==> config.mk <==
export PLATFORM = sky130hd
export DESIGN_NAME = period_timer
export DESIGN_NICKNAME = d
export VERILOG_FILES = /design/src/rtl/period_timer.sv
export SDC_FILE = /design/constraint.sdc
export NUM_CORES = 1
export LEC_CHECK = 0
export CORE_MARGIN = 1
export CORE_UTILIZATION = 49
export CTS_CLUSTER_DIAMETER = 200
export CTS_CLUSTER_SIZE = 25
export DETAILED_ROUTE_END_ITERATION = 8
export GPL_TIMING_DRIVEN = 1
export PLACE_DENSITY_LB_ADDON = 0.05
export RECOVER_POWER = 25
export SLEW_MARGIN = 10
export SYNTH_ARGS = -nofsm -noshare
export SYNTH_HDL_FRONTEND = slang
export SYNTH_SLANG_ARGS = --single-unit
export TNS_END_PERCENT = 1
==> constraint.sdc <==
create_clock -name clk -period 1.75 [get_ports clk]
set_clock_uncertainty 0.2 [all_clocks]
set_input_delay 0.2625 -clock clk [delete_from_list [all_inputs] [get_ports clk]]
set_output_delay 0.2625 -clock clk [all_outputs]
set_load 0.01 [all_outputs]
==> src/rtl/period_timer.sv <==
module period_timer #(
  parameter int W = 8
) (
  input  logic         clk,
  input  logic         rst_n,
  input  logic         tick_en,
  input  logic         wr_en,
  input  logic [1:0]   addr,
  input  logic [W-1:0] wdata,
  input  logic         irq_clr,
  output logic [W-1:0] rdata,
  output logic         irq_flag,
  output logic         match_pulse
);
  localparam int DW = 4;
  localparam logic [W-1:0] PER_RST = {W{1'b1}};

  logic [W-1:0]  cnt, per;
  logic [6:0]    ctl;
  logic [DW-1:0] pre, post, pre_term;

  wire on       = ctl[2];
  wire wr_cnt   = wr_en && addr == 2'd0;
  wire wr_per   = wr_en && addr == 2'd1;
  wire wr_ctl   = wr_en && addr == 2'd2;
  wire restart  = wr_cnt || wr_ctl;
  wire run      = tick_en && on && !restart;

  assign pre_term = ctl[1] ? 4'd15 : (ctl[0] ? 4'd3 : 4'd0);

  wire step     = run && pre == pre_term;
  wire hit      = step && cnt == per;
  wire post_end = post == ctl[6:3];

  always_ff @(posedge clk) begin
    if (!rst_n) begin
      cnt         <= '0;
      per         <= PER_RST;
      ctl         <= '0;
      pre         <= '0;
      post        <= '0;
      irq_flag    <= 1'b0;
      match_pulse <= 1'b0;
    end else begin
      match_pulse <= hit;
      if (wr_cnt)    cnt <= wdata;
      else if (step) cnt <= hit ? '0 : cnt + 1'b1;
      if (wr_per) per <= wdata;
      if (wr_ctl) ctl <= wdata[6:0];
      if (restart) begin
        pre  <= '0;
        post <= '0;
      end else begin
        if (run) pre <= (pre == pre_term) ? '0 : pre + 1'b1;
        if (hit) post <= post_end ? '0 : post + 1'b1;
      end
      if (hit && post_end) irq_flag <= 1'b1;
      else if (irq_clr)    irq_flag <= 1'b0;
    end
  end

  always_comb begin
    case (addr)
      2'd0:    rdata = cnt;
      2'd1:    rdata = per;
      2'd2:    rdata = W'({1'b0, ctl});
      default: rdata = '0;
    endcase
  end

  p_hold_when_off_r3: assert property (@(posedge clk) disable iff (!rst_n)
    (!on && !wr_en) |=> $stable(cnt));

  p_match_restarts_r4: assert property (@(posedge clk) disable iff (!rst_n)
    (match_pulse && !$past(wr_en)) |-> cnt == '0);

  p_flag_sticky_r6: assert property (@(posedge clk) disable iff (!rst_n)
    (irq_flag && !irq_clr) |=> irq_flag);

  p_ctl_write_keeps_count_r8: assert property (@(posedge clk) disable iff (!rst_n)
    wr_ctl |=> cnt == $past(cnt));

  p_bit7_zero_r8: assert property (@(posedge clk) disable iff (!rst_n)
    addr == 2'd2 |-> rdata[7] == 1'b0);

  p_match_needs_enable_r3: assert property (@(posedge clk) disable iff (!rst_n)
    $rose(match_pulse) |-> $past(tick_en));
endmodule

==> impl_results.md <==
- Setup crit end: cnt[6]
- Detailed Place HPWL: 3980 um
- Final Setup Violations: 1
- Global route total overflow: 0
- Vias post-DR: 1948
- Hold depth: 2
- Die width: 64.0 um
- Register area share after synthesis: 35.1%
- First-pass GRT wire length: 8790 um
- Worst r2r src: cnt[1]
- CTS Buffer Depth: 2
- Final cycle utilization of the critical path: 101%
- ANT cells: 0
- CP required: 1.75 ns
- Number of I/O port buffers: 24
- Core footprint: 3660 um2
- Synth Register Bits: 33
- Failing checks: setup timing
- # DRC: 0
- Syn nets: 248
- Clk root buf: clkbuf_8
- Top-count cell post-synth: dfxtp_1
- Slew margin rel.: 72.4%
- Area growth, synth to finish: 42.9%
- Status: complete, but fails checks
- Die ar.: 4100 um2
- Worst setup EP type: flop
- Reg2reg path depth: 6
- Crit Path Max Fanout: 5
- R2R Setup Slk: -0.01 ns
- Leak: 1.11 nW
- CP Launch Type: flop
- Vias per Instance: 5.57
- Clk Latency, worst-skew pair: 0.29 ns
- Dpl cells: 340
- Worst path cell trace: ha_4, and3_4, nand3_2, or3_1, o32a_1, o31ai_2
- Distinct cells, synth: 44
- Area share of the largest cell type after synthesis: 35.1%
- Die Y: 64.0 um
- Clock-pin transition on the worst setup and hold timing paths: 0.07 ns
- Vias in the first global route: 1845
- Final Max Tran Viols: 0
- Worst Hold Class: flop to flop
- Synth Area per Inst: 8.19 um2
- Final Hold Slack: 0.269 ns
- Initial Utilization: 51.5%
- RSZ-0062 raised after global routing: true
- Cell count after synthesis: 230
- Synth area leaders: dfxtp_1 35%, mux2i_1 8.0%, nand2_1 6.4%, xnor2_1 5.6%, nand3_1 4.0%
- CTS tree: built
- Antenna violations before repair: 0
- Layout cells sized above 1: 30.8%
- Ys Warns: 0
- Initial drt markers: 121
- TritonRoute pass-1 iters: 4
- Power Density: 625 nW/um2
- Final GP Congestion: 0.863
- # clock sinks: 33
- Largest net degree at the start of global routing: 17
- Non-Filler Instances: 350
- Htree depth: 2
- Synth Flop Type: dfxtp_1
- CP Data Arrival Time: 1.76 ns
- Final hold vios: 0
- Ports: 25
- Syn Std Cell Area: 1880 um2
- Crit Path Category: flop to flop
- HP Start: irq_flag
- GRT Total Usage: 28.5%
- DR WL/cell: 15.9 um
- Total CTS buffers: 5
- Final WS setup: -0.0142 ns
- Final nets: 319
- Maxcap violations: 0
- Biggest cell delay along the critical path: 0.40 ns
- Tmin final: 1.76 ns
- Pre-CTS setup slack: -0.531 ns
- Final WL: 5560 um
- Slew @ Worst Pin: 0.413 ns
- Dominant cell type by area after synthesis: dfxtp_1
- Post-synth EDFFs: 0
- Worst R2R End: cnt[6]
- Row cnt: 22
- Slowest CP cell: dfxtp_4
- VDD IR-drop max: 0.496 mV
- Async S/R FF share, synth: 0%
- Max Fclk: 567 MHz
- ANT nets after route: 0
- Commonest cells post-synth: 33 x dfxtp_1, 32 x nand2_1, 15 x mux2i_1, 15 x nand3_1, 15 x o21ai_1
- Crit. Startpoint: cnt[1]
-- power by group --
part           leakage, nW  switching, mW  internal [mW]
registers            0.277         0.0320          0.775
clock network       0.0450          0.291          0.276
logic                0.793          0.145          0.163
-- timing repair --
item	4_1_cts	5_1_grt
pin swaps	0	2
gates cloned	0	1
setup endpoints to repair	24	21
hold buffers	0	0
resized for setup	24	33
buffers inserted	0	1
-- metal layers --
metal / track usage, % / part of all wire (%)
met1: 35.5 / 45
met2: 48.7 / 49
met3: 5.89 / 4.4
met4: 9.38 / 1.6
met5: 0 / 0
-- cell type report --
type | instances | area (um2)
inverters | 5 | 18.8
fillers | 283 | 968
multi-input cells | 182 | 1240
clock buffers | 6 | 72.6
clock inverters | 2 | 10.0
flip-flops and latches | 33 | 689
repair buffers | 74 | 601
well taps | 48 | 60.1
-- state kept, by name, indices dropped and copies added (netlist names) --
| name | cells |
|---|---|
| pre | 4 |
| irq_flag | 1 |
| per | 8 |
| cnt | 8 |
| match_pulse | 1 |
| ctl | 7 |
| post | 4 |
-- how the worst min path moves through the flow --
stage               end  slack [ns]
2_1_floorplan    per[0]        0.19
3_3_place_gp   irq_flag        0.26
3_5_place_dp   irq_flag        0.26
4_1_cts        irq_flag        0.27
5_1_grt        irq_flag        0.31
6_report       irq_flag        0.27
-- logic make-up (layout without fill, tap and decap cells) --
| logic type | count (synthesis) | after routing | synth area share, % |
|---|---|---|---|
| AOI/OAI and AO/OA | 56 | 57 | 19.5 |
| buffers and inverters | 16 | 87 | 4.52 |
| adders and majority gates | 3 | 3 | 1.99 |
| muxes | 15 | 15 | 7.97 |
| and+or+nand+nor | 95 | 95 | 25.4 |
| DFF | 33 | 33 | 35.1 |
| xor gates and xnor gates | 12 | 12 | 5.58 |
-- cell usage in the layout, fill, tap and decap left out, types with 2 or more instances in the layout --
cell,count
o21a_1,4
and2_1,3
dfxtp_2,11
o21ai_0,4
and3_1,2
o21ai_1,13
a21oi_2,2
nor3_4,2
nand3b_1,4
mux2i_1,15
and3_4,2
clkdlybuf4s50_1,13
o31ai_1,5
a31o_1,3
a21oi_1,11
or2_4,2
buf_6,3
clkbuf_2,2
xnor2_1,12
buf_4,47
clkbuf_1,2
nand3_2,3
dlygate4sd2_1,8
clkinv_2,2
ha_1,2
inv_1,5
nor2_1,12
nand2_1,32
or3_1,6
nand4_1,5
nand3_1,12
nand2b_1,2
o32a_1,2
dfxtp_4,4
nor3_1,2
clkbuf_8,5
dfxtp_1,18
-- worst max-delay path, delay by kind of cell (launching register included) --
| family | cells | cell delay (ns) |
|---|---|---|
| adder cells (fa/ha/maj) | 1 | 0.15 |
| flip-flops | 1 | 0.40 |
| AND/OR/NAND/NOR | 3 | 0.58 |
| AO/OA/AOI/OAI | 2 | 0.36 |
-- through the flow --
stage | power [mW] | TNS, ns | area, um2 | util, %
2_1_floorplan | 0.960 | 0 | 1890 | -
3_3_place_gp | 1.12 | -11.99 | 2490 | 67.9
3_5_place_dp | 1.13 | -12.49 | 2490 | 67.9
4_1_cts | 1.68 | -0.0563 | 2590 | 70.8
5_1_grt | 1.75 | -0.322 | 2690 | 73.5
6_report | 1.68 | -0.0142 | 2690 | 73.5
No activity file was read; power rests on OpenSTA's default activity.
